File: config.mk
export PLATFORM = sky130hd
export DESIGN_NAME = snoop_msi_cache
export DESIGN_NICKNAME = d
export VERILOG_FILES = /design/src/rtl/coh_pkg.sv /design/src/rtl/coh_line_array.sv /design/src/rtl/coh_snoop_unit.sv /design/src/rtl/coh_req_unit.sv /design/src/rtl/snoop_msi_cache.sv
export SDC_FILE = /design/constraint.sdc
export NUM_CORES = 1
export LEC_CHECK = 0
export BUFFER_PORTS_ARGS = -buffer_cell sky130_fd_sc_hd__buf_2
export CAP_MARGIN = 0
export CORE_MARGIN = 2
export CORE_UTILIZATION = 30
export CTS_CLUSTER_DIAMETER = 150
export DETAILED_ROUTE_END_ITERATION = 8
export PLACE_DENSITY_LB_ADDON = 0.12
export SLEW_MARGIN = 20
export SYNTH_ARGS = -nofsm -noshare
export SYNTH_HDL_FRONTEND = slang
export SYNTH_SLANG_ARGS = --single-unit
File: constraint.sdc
create_clock -name clk -period 4.4 [get_ports clk]
set_input_delay 0.88 -clock clk [delete_from_list [all_inputs] [get_ports clk]]
set_output_delay 0.88 -clock clk [all_outputs]
set_load 0.005 [all_outputs]
File: src/rtl/coh_pkg.sv
package coh_pkg;

    typedef enum logic [1:0] {
        LS_INV = 2'd0,
        LS_SHR = 2'd1,
        LS_EXC = 2'd2
    } line_state_e;

    typedef enum logic [1:0] {
        BC_NONE   = 2'd0,
        BC_RDMISS = 2'd1,
        BC_WRMISS = 2'd2,
        BC_WB     = 2'd3
    } bus_cmd_e;

    typedef struct packed {
        logic        hit;
        logic        supply;
        logic        upd;
        line_state_e nxt;
    } snoop_act_t;

    function automatic logic is_miss(input bus_cmd_e c);
        return (c == BC_RDMISS) || (c == BC_WRMISS);
    endfunction

endpackage

File: src/rtl/coh_line_array.sv
module coh_line_array
    import coh_pkg::*;
#(
    parameter int IDX_W  = 2,
    parameter int TAG_W  = 4,
    parameter int DATA_W = 8,
    localparam int LINES = 1 << IDX_W
) (
    input  logic              clk,
    input  logic              rst,
    input  logic              s_we,
    input  logic [IDX_W-1:0]  s_idx,
    input  line_state_e       s_state,
    input  logic              c_we,
    input  logic [IDX_W-1:0]  c_idx,
    input  line_state_e       c_state,
    input  logic [TAG_W-1:0]  c_tag,
    input  logic [DATA_W-1:0] c_data,
    output line_state_e       st_o   [LINES],
    output logic [TAG_W-1:0]  tag_o  [LINES],
    output logic [DATA_W-1:0] data_o [LINES]
);

    for (genvar i = 0; i < LINES; i++) begin : g_line
        line_state_e       st_q;
        logic [TAG_W-1:0]  tag_q;
        logic [DATA_W-1:0] data_q;

        // snoop update wins; the request side never writes a line a snoop touches
        always_ff @(posedge clk) begin
            if (rst) begin
                st_q   <= LS_INV;
                tag_q  <= '0;
                data_q <= '0;
            end else if (s_we && s_idx == IDX_W'(i)) begin
                st_q <= s_state;
            end else if (c_we && c_idx == IDX_W'(i)) begin
                st_q   <= c_state;
                tag_q  <= c_tag;
                data_q <= c_data;
            end
        end

        assign st_o[i]   = st_q;
        assign tag_o[i]  = tag_q;
        assign data_o[i] = data_q;
    end

endmodule

File: src/rtl/coh_snoop_unit.sv
module coh_snoop_unit
    import coh_pkg::*;
#(
    parameter int TAG_W  = 4,
    parameter int DATA_W = 8,
    parameter int ID_W   = 2,
    parameter logic [ID_W-1:0] MY_ID = '0
) (
    input  bus_cmd_e          cmd,
    input  logic [ID_W-1:0]   src,
    input  logic [TAG_W-1:0]  tag,
    input  line_state_e       lst,
    input  logic [TAG_W-1:0]  ltag,
    input  logic [DATA_W-1:0] ldata,
    output snoop_act_t        act,
    output logic [DATA_W-1:0] sdata
);

    logic hit;
    logic dirty;

    always_comb begin
        hit        = is_miss(cmd) && (src != MY_ID) && (lst != LS_INV) && (ltag == tag);
        dirty      = hit && (lst == LS_EXC);
        act.hit    = hit;
        act.supply = dirty;
        act.upd    = hit && ((cmd == BC_WRMISS) || dirty);
        act.nxt    = (cmd == BC_WRMISS) ? LS_INV : LS_SHR;
        sdata      = dirty ? ldata : '0;
    end

endmodule

File: src/rtl/coh_req_unit.sv
module coh_req_unit
    import coh_pkg::*;
#(
    parameter int TAG_W  = 4,
    parameter int DATA_W = 8
) (
    input  logic              cpu_req,
    input  logic              cpu_we,
    input  logic [TAG_W-1:0]  ctag,
    input  logic [DATA_W-1:0] cwdata,
    input  line_state_e       lst,
    input  logic [TAG_W-1:0]  ltag,
    input  logic [DATA_W-1:0] ldata,
    input  logic              bus_gnt,
    input  logic [DATA_W-1:0] bus_rdata,
    input  logic              snp_block,
    output logic              cpu_done,
    output logic [DATA_W-1:0] cpu_rdata,
    output logic              bus_req,
    output bus_cmd_e          bus_cmd,
    output logic [TAG_W-1:0]  bus_tag,
    output logic [DATA_W-1:0] bus_wdata,
    output logic              c_we,
    output line_state_e       c_state,
    output logic [DATA_W-1:0] c_data
);

    logic tag_eq, hit, local_done, need_wb, gnt_ok, fill;

    // the request is re-derived each cycle from the live line, so a snoop
    // during the grant wait changes the issued command automatically
    always_comb begin
        tag_eq     = (lst != LS_INV) && (ltag == ctag);
        hit        = cpu_req && tag_eq && (!cpu_we || lst == LS_EXC);
        local_done = hit && !snp_block;
        need_wb    = (lst == LS_EXC) && !tag_eq;
        bus_req    = cpu_req && !hit;
        gnt_ok     = bus_req && bus_gnt;
        fill       = gnt_ok && !need_wb;

        if (!gnt_ok)      bus_cmd = BC_NONE;
        else if (need_wb) bus_cmd = BC_WB;
        else if (cpu_we)  bus_cmd = BC_WRMISS;
        else              bus_cmd = BC_RDMISS;

        bus_tag   = need_wb ? ltag : ctag;
        bus_wdata = (gnt_ok && need_wb) ? ldata : '0;

        cpu_done  = local_done || fill;
        if (fill)            cpu_rdata = bus_rdata;
        else if (local_done) cpu_rdata = ldata;
        else                 cpu_rdata = '0;

        c_we = (local_done && cpu_we) || gnt_ok;
        if (gnt_ok && need_wb) c_state = LS_INV;
        else if (cpu_we)       c_state = LS_EXC;
        else                   c_state = LS_SHR;
        if (cpu_we)    c_data = cwdata;
        else if (fill) c_data = bus_rdata;
        else           c_data = ldata;
    end

endmodule

File: src/rtl/snoop_msi_cache.sv
module snoop_msi_cache
    import coh_pkg::*;
#(
    parameter int IDX_W  = 2,
    parameter int ADDR_W = 6,
    parameter int DATA_W = 8,
    parameter int ID_W   = 2,
    parameter logic [ID_W-1:0] MY_ID = '0
) (
    input  logic              clk,
    input  logic              rst,
    input  logic              cpu_req,
    input  logic              cpu_we,
    input  logic [ADDR_W-1:0] cpu_addr,
    input  logic [DATA_W-1:0] cpu_wdata,
    output logic              cpu_done,
    output logic [DATA_W-1:0] cpu_rdata,
    output logic              bus_req,
    input  logic              bus_gnt,
    output logic [1:0]        bus_cmd,
    output logic [ADDR_W-1:0] bus_addr,
    output logic [DATA_W-1:0] bus_wdata,
    output logic [ID_W-1:0]   bus_src,
    input  logic [DATA_W-1:0] bus_rdata,
    input  logic [1:0]        snp_cmd,
    input  logic [ADDR_W-1:0] snp_addr,
    input  logic [ID_W-1:0]   snp_src,
    output logic              snp_abort,
    output logic [DATA_W-1:0] snp_wdata
);

    localparam int LINES = 1 << IDX_W;
    localparam int TAG_W = ADDR_W - IDX_W;

    logic [IDX_W-1:0]  c_idx, s_idx;
    logic [TAG_W-1:0]  c_tag_in, s_tag_in, bus_tag;
    line_state_e       st_a   [LINES];
    logic [TAG_W-1:0]  tag_a  [LINES];
    logic [DATA_W-1:0] data_a [LINES];
    snoop_act_t        sact;
    logic              snp_block, c_we;
    line_state_e       c_state;
    logic [DATA_W-1:0] c_data;
    bus_cmd_e          cmd_out;
    bus_cmd_e          snp_cmd_e;

    assign c_idx     = cpu_addr[IDX_W-1:0];
    assign c_tag_in  = cpu_addr[ADDR_W-1:IDX_W];
    assign s_idx     = snp_addr[IDX_W-1:0];
    assign s_tag_in  = snp_addr[ADDR_W-1:IDX_W];
    assign snp_cmd_e = bus_cmd_e'(snp_cmd);
    assign snp_block = sact.hit && (s_idx == c_idx);
    assign snp_abort = sact.supply;
    assign bus_cmd   = cmd_out;
    assign bus_addr  = {bus_tag, c_idx};
    assign bus_src   = MY_ID;

    coh_line_array #(.IDX_W(IDX_W), .TAG_W(TAG_W), .DATA_W(DATA_W)) u_lines (
        .clk(clk), .rst(rst),
        .s_we(sact.upd), .s_idx(s_idx), .s_state(sact.nxt),
        .c_we(c_we), .c_idx(c_idx), .c_state(c_state), .c_tag(c_tag_in), .c_data(c_data),
        .st_o(st_a), .tag_o(tag_a), .data_o(data_a)
    );

    coh_snoop_unit #(.TAG_W(TAG_W), .DATA_W(DATA_W), .ID_W(ID_W), .MY_ID(MY_ID)) u_snoop (
        .cmd(snp_cmd_e), .src(snp_src), .tag(s_tag_in),
        .lst(st_a[s_idx]), .ltag(tag_a[s_idx]), .ldata(data_a[s_idx]),
        .act(sact), .sdata(snp_wdata)
    );

    coh_req_unit #(.TAG_W(TAG_W), .DATA_W(DATA_W)) u_req (
        .cpu_req(cpu_req), .cpu_we(cpu_we), .ctag(c_tag_in), .cwdata(cpu_wdata),
        .lst(st_a[c_idx]), .ltag(tag_a[c_idx]), .ldata(data_a[c_idx]),
        .bus_gnt(bus_gnt), .bus_rdata(bus_rdata), .snp_block(snp_block),
        .cpu_done(cpu_done), .cpu_rdata(cpu_rdata), .bus_req(bus_req),
        .bus_cmd(cmd_out), .bus_tag(bus_tag), .bus_wdata(bus_wdata),
        .c_we(c_we), .c_state(c_state), .c_data(c_data)
    );

    line_state_e cur_st;
    assign cur_st = st_a[c_idx];

    AST_SNOOP_WR_INVAL: assert property (@(posedge clk) disable iff (rst)
        (sact.hit && snp_cmd_e == BC_WRMISS) |=> st_a[$past(s_idx)] == LS_INV);

    AST_SNOOP_RD_SHARE: assert property (@(posedge clk) disable iff (rst)
        (snp_abort && snp_cmd_e == BC_RDMISS) |=> st_a[$past(s_idx)] == LS_SHR);

    AST_WB_CLEARS_LINE: assert property (@(posedge clk) disable iff (rst)
        (bus_cmd == BC_WB) |=> st_a[$past(c_idx)] == LS_INV);

    AST_WRMISS_INSTALL: assert property (@(posedge clk) disable iff (rst)
        (bus_cmd == BC_WRMISS) |=> (st_a[$past(c_idx)] == LS_EXC)
                                   && (data_a[$past(c_idx)] == $past(cpu_wdata)));

    AST_HIT_LOCAL: assert property (@(posedge clk) disable iff (rst)
        (cpu_done && !bus_gnt) |-> !bus_req);

    AST_WAIT_HOLDS: assert property (@(posedge clk) disable iff (rst)
        (bus_req && !bus_gnt && !snp_block) |=> st_a[$past(c_idx)] == $past(cur_st));

endmodule

* Word-level counts from Yosys, hierarchy flattened
Cells that the tools add are included. W data, S select, Z words.
Word-level totals: latch bits 0, bits in read-only memories 0, output and inout port bits 37, input bits 37, memories 0, bits in registers 56, bits in writable memories 0
Operators by class: muxes and demuxes 38, shifts and indexed selects 0, divide/modulo/power cells 0, eq/ne operators 13, order comparisons 2, multipliers 0, $add $sub $neg 0, bitwise logic cells 6, reductions and logical operators 47
Operators by type and width (count):
- $mux W8 | 10
- $bmux W8 S2 | 2
- $mux W2 | 16
- $logic_and A1 B1 Y1 | 24
- $mux W4 | 5
- $bmux W4 S2 | 2
- $eq A2 B2 Y1 const B | 7
- $reduce_bool A2 Y1 | 7
- $bmux W2 S2 | 2
- $eq A4 B4 Y1 | 2
- $reduce_and A2 Y1 | 4
- $eq A2 B1 Y1 const B | 3
- $ge A3 B3 Y1 const B | 2
- $not A2 Y3 | 2
- $logic_not A1 Y1 | 5
- $logic_or A1 B1 Y1 | 5
- $logic_not A2 Y1 | 2
- $not A1 Y1 | 4
- $eq A2 B2 Y1 | 1
- $mux W1 | 1

* Depth between registers and ports, before layout
word-level depth 15, mapped depth 12, mapped depth without buffers 9

* Cells and area by module
From an unflattened synthesis, not the netlist that was laid out.
Unflattened totals: cells, all modules 410, area total of the unflattened synthesis 4012.6 um^2
By module, submodules not included:
- coh_line_array | sequential area each 1121.1 um^2, cells an instance 228, instances 1, area each 2328.5 um^2
- snoop_msi_cache | sequential area each 0.0 um^2, cells an instance 44, instances 1, area each 808.3 um^2
- coh_req_unit | sequential area each 0.0 um^2, cells an instance 101, instances 1, area each 600.6 um^2
- coh_snoop_unit | sequential area each 0.0 um^2, cells an instance 37, instances 1, area each 275.3 um^2

* Worst setup path before layout
Ideal clock, no wire load.
path kind input to output, from input port cpu_addr[1], to output port cpu_rdata[0], data arrival time 2.869 ns, slack 0.651 ns, required time 3.520 ns, stages on the path 8, path through buf_6 mux4_2 xor2_1 nor4_4 a21boi_1 nand2_1 a21oi_1 a22o_1
On the way: cells in the longest elaborated chain, start to end 13
Ends and longest elaborated chain:
- start, declared | RTL line snoop_msi_cache.sv:14 | input logic [ADDR_W-1:0] cpu_addr,
- $not A2 Y3
- $bmux W4 S2 / $bmux W2 S2 (equally long branches)
- $mux W4 (implied by the code) / $mux W2 (equally long branches) (2 in a row) | RTL line snoop_msi_cache.sv:73 | .lst(st_a[c_idx]), .ltag(tag_a[c_idx]), .ldata(data_a[c_idx]),
- $eq A4 B4 Y1 / $reduce_bool A2 Y1 (equally long branches) | RTL line coh_req_unit.sv:33 | tag_eq = (lst != LS_INV) && (ltag == ctag);
- $logic_and A1 B1 Y1 | RTL line coh_req_unit.sv:33
- $logic_and A1 B1 Y1 (2 in a row) | RTL line coh_req_unit.sv:34 | hit = cpu_req && tag_eq && (!cpu_we || lst == LS_EXC);
- $logic_not A1 Y1 | RTL line coh_req_unit.sv:37 | bus_req = cpu_req && !hit;
- $logic_and A1 B1 Y1 | RTL line coh_req_unit.sv:37
- $logic_and A1 B1 Y1 | RTL line coh_req_unit.sv:38 | gnt_ok = bus_req && bus_gnt;
- $logic_and A1 B1 Y1 | RTL line coh_req_unit.sv:39 | fill = gnt_ok && !need_wb;
- $mux W8 * | RTL line coh_req_unit.sv:50 | if (fill) cpu_rdata = bus_rdata;
- end, declared | RTL line snoop_msi_cache.sv:17 | output logic [DATA_W-1:0] cpu_rdata,
Every way passes the cells marked *; elsewhere a longest branch is shown, timed or not. The select of a mux whose other input is x is not followed.

* Worst setup path after layout
from input port cpu_addr[1], to output port cpu_done
On the way: cells in the longest elaborated chain, start to end 13
Ends and longest elaborated chain:
- $not A2 Y3
- $bmux W4 S2 / $bmux W2 S2 (equally long branches)
- $mux W4 (implied by the code) / $mux W2 (equally long branches) (2 in a row) | RTL line snoop_msi_cache.sv:73
- $eq A4 B4 Y1 / $reduce_bool A2 Y1 (equally long branches) | RTL line coh_req_unit.sv:33
- $logic_and A1 B1 Y1 | RTL line coh_req_unit.sv:33
- $logic_and A1 B1 Y1 (2 in a row) | RTL line coh_req_unit.sv:34
- $logic_not A1 Y1 | RTL line coh_req_unit.sv:37
- $logic_and A1 B1 Y1 | RTL line coh_req_unit.sv:37
- $logic_and A1 B1 Y1 | RTL line coh_req_unit.sv:38
- $logic_and A1 B1 Y1 | RTL line coh_req_unit.sv:39
- $logic_or A1 B1 Y1 * | RTL line coh_req_unit.sv:49 | cpu_done = local_done || fill;
- end, declared | RTL line snoop_msi_cache.sv:16 | output logic cpu_done,
Marks and branches as above.

==> tab_implementation.tex <==
\begin{tabular}{lr}
\hline
Metric & Value \\
\hline
\multicolumn{2}{l}{\textbf{Status}} \\
\quad Result of the run & completed \\
\multicolumn{2}{l}{\textbf{Critical path}} \\
\quad Library cell contributing the largest single delay on the critical path & sky130\_fd\_sc\_hd\_\_mux4\_2 \\
\quad Kind of launch point of the worst setup path & primary input \\
\quad Delay of the slowest cell on the worst path & about 0.54 ns \\
\quad Worst path cell trace & buf\_2 > mux4\_2 > xor2\_1 > nor4\_4 > a31oi\_1 > buf\_4 > or2\_2 > buf\_2 \\
\quad Worst Setup End Kind & output pin \\
\quad Kind of cell adding the most delay to the critical path & simple AND/OR/NAND/NOR gates \\
\quad Data required time of the critical path & 3.52 ns \\
\quad Data arrival time at the worst-slack endpoint & 3.29 ns \\
\quad Largest fanout of any net on the critical path & 6 \\
\quad Classification of the worst setup path & primary input to output pin \\
\quad Combined buffer and inverter count along the critical path & 3 \\
\quad Most frequent cell on the critical path & sky130\_fd\_sc\_hd\_\_buf\_2 \\
\multicolumn{2}{l}{\textbf{Place}} \\
\quad Worst setup slack after placement & 0.202 ns \\
\quad Input/output buffers & 71 \\
\quad Routability Congestion & 0.768 \\
\quad Placed cell areas & 0.00434 mm\^{}2 \\
\quad Detailed Place HPWL & 7810 um \\
\multicolumn{2}{l}{\textbf{CTS}} \\
\quad CTS sink cnt & 56 \\
\quad Longest Clk Path Bufs & 2 \\
\quad Clock transition at the registers of the reported paths & 0.07 ns \\
\quad Number of setup buffers added after CTS & 0 \\
\quad TritonCTS buffer count & 5 \\
\quad Root Driver & sky130\_fd\_sc\_hd\_\_clkbuf\_16 \\
\quad Clock H-tree levels & 2 \\
\quad Number of hold buffers added after cts & 0 \\
\quad Post-CTS resize count & 0 \\
\quad Clock tree from TritonCTS & yes \\
\quad Skew-Pair Late Insertion Delay & about 0.29 ns \\
\multicolumn{2}{l}{\textbf{Routing}} \\
\quad Routed wire per std cell & 17.1 um \\
\quad Post-DRT Antenna Nets & 0 \\
\quad Overall via count from detail\_route & 3005 \\
\quad Via-to-Cell Ratio & 4.89 \\
\quad Routed wire length & 10500 um \\
\quad Iteration-0 DRC count of the detailed router & 95 \\
\quad Final routed DRC violation total & 0 \\
\quad First-pass DRT Iterations & 4 \\
\multicolumn{2}{l}{\textbf{Finish}} \\
\quad Cell area after layout & around 0.0045 mm\^{}2 \\
\quad Area Growth Syn to Fin & 19.7\% \\
\quad Antenna diode count & 0 \\
\quad Layout net count & 483 \\
\quad Share of layout cells above drive strength 1 & 0.321 \\
\quad Final design utilization & 0.372 \\
\quad \# fillers & 1262 \\
\multicolumn{2}{l}{\textbf{Logic synthesis}} \\
\quad Sequential area share after synthesis & 0.298 \\
\quad Number of cells produced by synthesis & 375 \\
\quad Post-synthesis instance area & 0.00376 mm\^{}2 \\
\quad Primary FF master, synth & sky130\_fd\_sc\_hd\_\_dfxtp\_1 \\
\quad Cell type with the highest aggregate area in the netlist & sky130\_fd\_sc\_hd\_\_dfxtp\_1 \\
\quad Mean instance size in the synthesized netlist & $\sim$10 um\^{}2 \\
\quad Portion of synthesized cell area occupied by the leading cell type & 0.298 \\
\quad Number of enable-type register cells in the synthesized netlist & 0 \\
\quad Proportion of register bits with asynchronous set or reset after synthesis & 0 \\
\quad Cells taking the most area after synthesis & sky130\_fd\_sc\_hd\_\_dfxtp\_1, sky130\_fd\_sc\_hd\_\_mux2i\_1, sky130\_fd\_sc\_hd\_\_mux4\_2 \\
\quad Total of flip-flops plus latches after synthesis & 56 \\
\quad Unique cell type count in the Yosys netlist & 44 \\
\quad Total of warnings raised by yosys & 0 \\
\multicolumn{2}{l}{\textbf{Global route}} \\
\quad Number of antenna violations at the first check in global routing & 0 \\
\quad First-pass GRT wire length & 16800 um \\
\quad Remaining Overflow, GRT & 0 \\
\quad Via count of the first global-routing pass & 3015 \\
\quad Total global routing track utilization & 0.165 \\
\quad Pin count of the biggest net entering global routing & 69 \\
\multicolumn{2}{l}{\textbf{Timing}} \\
\quad Worst Tran Pin Value & 1.04 ns \\
\quad Total Neg Setup Slack & 0 ns \\
\quad RSZ-0062 raised after global routing & false \\
\quad Min Clock Period, post-route & 4.17 ns \\
\quad Fmax & 240 MHz \\
\quad Pins Over Slew Limit & 0 \\
\quad Max transition margin & 0.303 \\
\quad Min setup slack post-route & approximately 0.23 ns \\
\quad Part of the cycle the worst path needs & 0.948 \\
\quad Largest clock skew in the final design & 0.00470 ns \\
\quad Finish-stage setup viols & 0 \\
\quad Hold Vio Cnt, Final & 0 \\
\multicolumn{2}{l}{\textbf{Pwr}} \\
\quad Combinational share of power & 0.155 \\
\quad VDD IR max & 0.000163 V \\
\quad Net switching fraction of the power & 0.254 \\
\quad Net switching component of the power & 297 uW \\
\quad Final Power & 1170 uW \\
\quad Portion of total power attributed to the clock network & 0.396 \\
\quad Cell leakage power & 0.00209 uW \\
\quad Cell internal power dissipation & between 800 and 900 uW \\
\quad Fraction of power consumed by sequential logic & 0.449 \\
\quad Power per unit of standard cell area & 260 mW/mm\^{}2 \\
\multicolumn{2}{l}{\textbf{Job}} \\
\quad Number of violations of the max-capacitance limit & 0 \\
\multicolumn{2}{l}{\textbf{Floorplanning}} \\
\quad I/O pins & 74 \\
\quad Die Span X & 116 um \\
\quad Initial cell density of the core & 0.311 \\
\quad Die Y & around 120 um \\
\quad Standard-cell rows & 40 \\
\quad Core box area & about 0.012 mm\^{}2 \\
\quad Total die area & 0.0135 mm\^{}2 \\
\multicolumn{2}{l}{\textbf{Worst hold path}} \\
\quad Kind of path behind the tightest hold check & flip-flop to flip-flop \\
\hline
\end{tabular}
## metal layers
| metal | GRT usage | vias up | share of wire |
|---|---|---|---|
| li1 | - | 1483 | - |
| met1 | 0.230 | 1462 | 0.49 |
| met2 | 0.263 | 53 | 0.46 |
| met3 | 0.0288 | 7 | 0.039 |
| met4 | 0.0437 | 0 | 0.013 |
| met5 | 0 | - | 0 |
## metrics by stage
step	hold WS, ns	std cells
2_1_floorplan	0.458	376
3_3_place_gp	0.470	606
3_5_place_dp	0.481	606
4_1_cts	0.492	614
5_1_grt	0.511	614
6_report	0.488	614
## cells in the final DEF, fill, tap and decap left out, drive strengths merged, types with 2 or more instances in the layout
cell / n
nand2b: 59
mux4: 24
nor2: 7
clkbuf: 5
o21ai: 11
nor3: 6
inv: 11
nand3: 2
and2: 2
or2: 2
buf: 92
xnor2: 8
nor3b: 2
and4b: 2
nand2: 9
a221oi: 2
dfxtp: 56
nor4: 2
xor2: 6
conb: 2
a22o: 9
a21o: 2
a211oi: 2
mux2: 12
and3: 8
a21oi: 17
a31oi: 3
mux2i: 59
o31a: 2
nor2b: 13
## worst reg2reg max path: cells and delay by family (launching register included)
kind,cells,cell delay [ns]
muxes,2,0.62
DFF,1,0.33
and+or+nand+nor,3,0.84
buffers and inverters,1,0.27
AOI/OAI and AO/OA,2,0.58
xor gates and xnor gates,1,0.18
## synthesized netlist by cell type, types with 2 or more instances
cell type and number:
sky130_fd_sc_hd__nor3_1 6, sky130_fd_sc_hd__clkbuf_1 16, sky130_fd_sc_hd__mux4_2 24, sky130_fd_sc_hd__a21oi_1 16, sky130_fd_sc_hd__xnor2_1 8, sky130_fd_sc_hd__nor2b_1 13
sky130_fd_sc_hd__buf_4 5, sky130_fd_sc_hd__o21ai_0 11, sky130_fd_sc_hd__mux2_2 12, sky130_fd_sc_hd__a22o_1 9, sky130_fd_sc_hd__and3_1 8, sky130_fd_sc_hd__mux2i_1 59
sky130_fd_sc_hd__o31a_1 2, sky130_fd_sc_hd__nand2_1 9, sky130_fd_sc_hd__inv_1 11, sky130_fd_sc_hd__buf_2 6, sky130_fd_sc_hd__and4b_1 2, sky130_fd_sc_hd__nor3b_1 2
sky130_fd_sc_hd__xor2_1 6, sky130_fd_sc_hd__a31oi_1 3, sky130_fd_sc_hd__a221oi_1 2, sky130_fd_sc_hd__a21o_1 2, sky130_fd_sc_hd__nand3_1 2, sky130_fd_sc_hd__buf_6 2
sky130_fd_sc_hd__dfxtp_1 56, sky130_fd_sc_hd__nor2_1 7, sky130_fd_sc_hd__nand2b_1 59
## power by group through the flow
| stage | sequential (uW) | clock, uW | combinational [uW] |
|---|---|---|---|
| floorplan | 534 | 0 | 123 |
| global placement | 537 | 0 | 183 |
| detailed placement | 537 | 0 | 183 |
| CTS | 525 | 480 | 184 |
| global route | 527 | 497 | 199 |
| finish | 525 | 463 | 181 |
## logic make-up after synthesis
group           Yosys count  synth area share
mux                      95             0.336
compound gates           51            0.0891
xor+xnor                 14            0.0326
buf+inv                  41            0.0518
simple gates            116             0.188
other cells               1          0.000996
fa+ha+maj                 1           0.00332
flops                    56             0.298
## path summary, 6_finish.rpt
check / slack [ns] / end / start / cells past startpoint
max: 0.23 / cpu_done / cpu_addr[1] / 8
min: 0.49 / u_lines.g_line[1].data_q[4] / u_lines.g_line[1].data_q[4] / 2
max reg2reg: 1.44 / u_lines.g_line[0].data_q[3] / u_lines.g_line[3].tag_q[0] / 9
min reg2reg: 0.49 / u_lines.g_line[1].data_q[4] / u_lines.g_line[1].data_q[4] / 2
## sequential cells by signal (all words and copies together), names as in the netlist
register	flops
u_lines.g_line.tag_q	16
u_lines.g_line.st_q	8
u_lines.g_line.data_q	32
## cell type report
class / instances / area (um^2) / area share
clock inverters: 3 / 42.5 / 0.00944
flip-flops and latches: 56 / 1120 / 0.249
repair buffers: 92 / 513 / 0.114
multi-input cells: 279 / 2450 / 0.544
clock buffers: 5 / 125 / 0.0278
well taps: 168 / 210 / 0.0467
inverters: 11 / 41.3 / 0.00916
(Power assumes the default switching activity.)
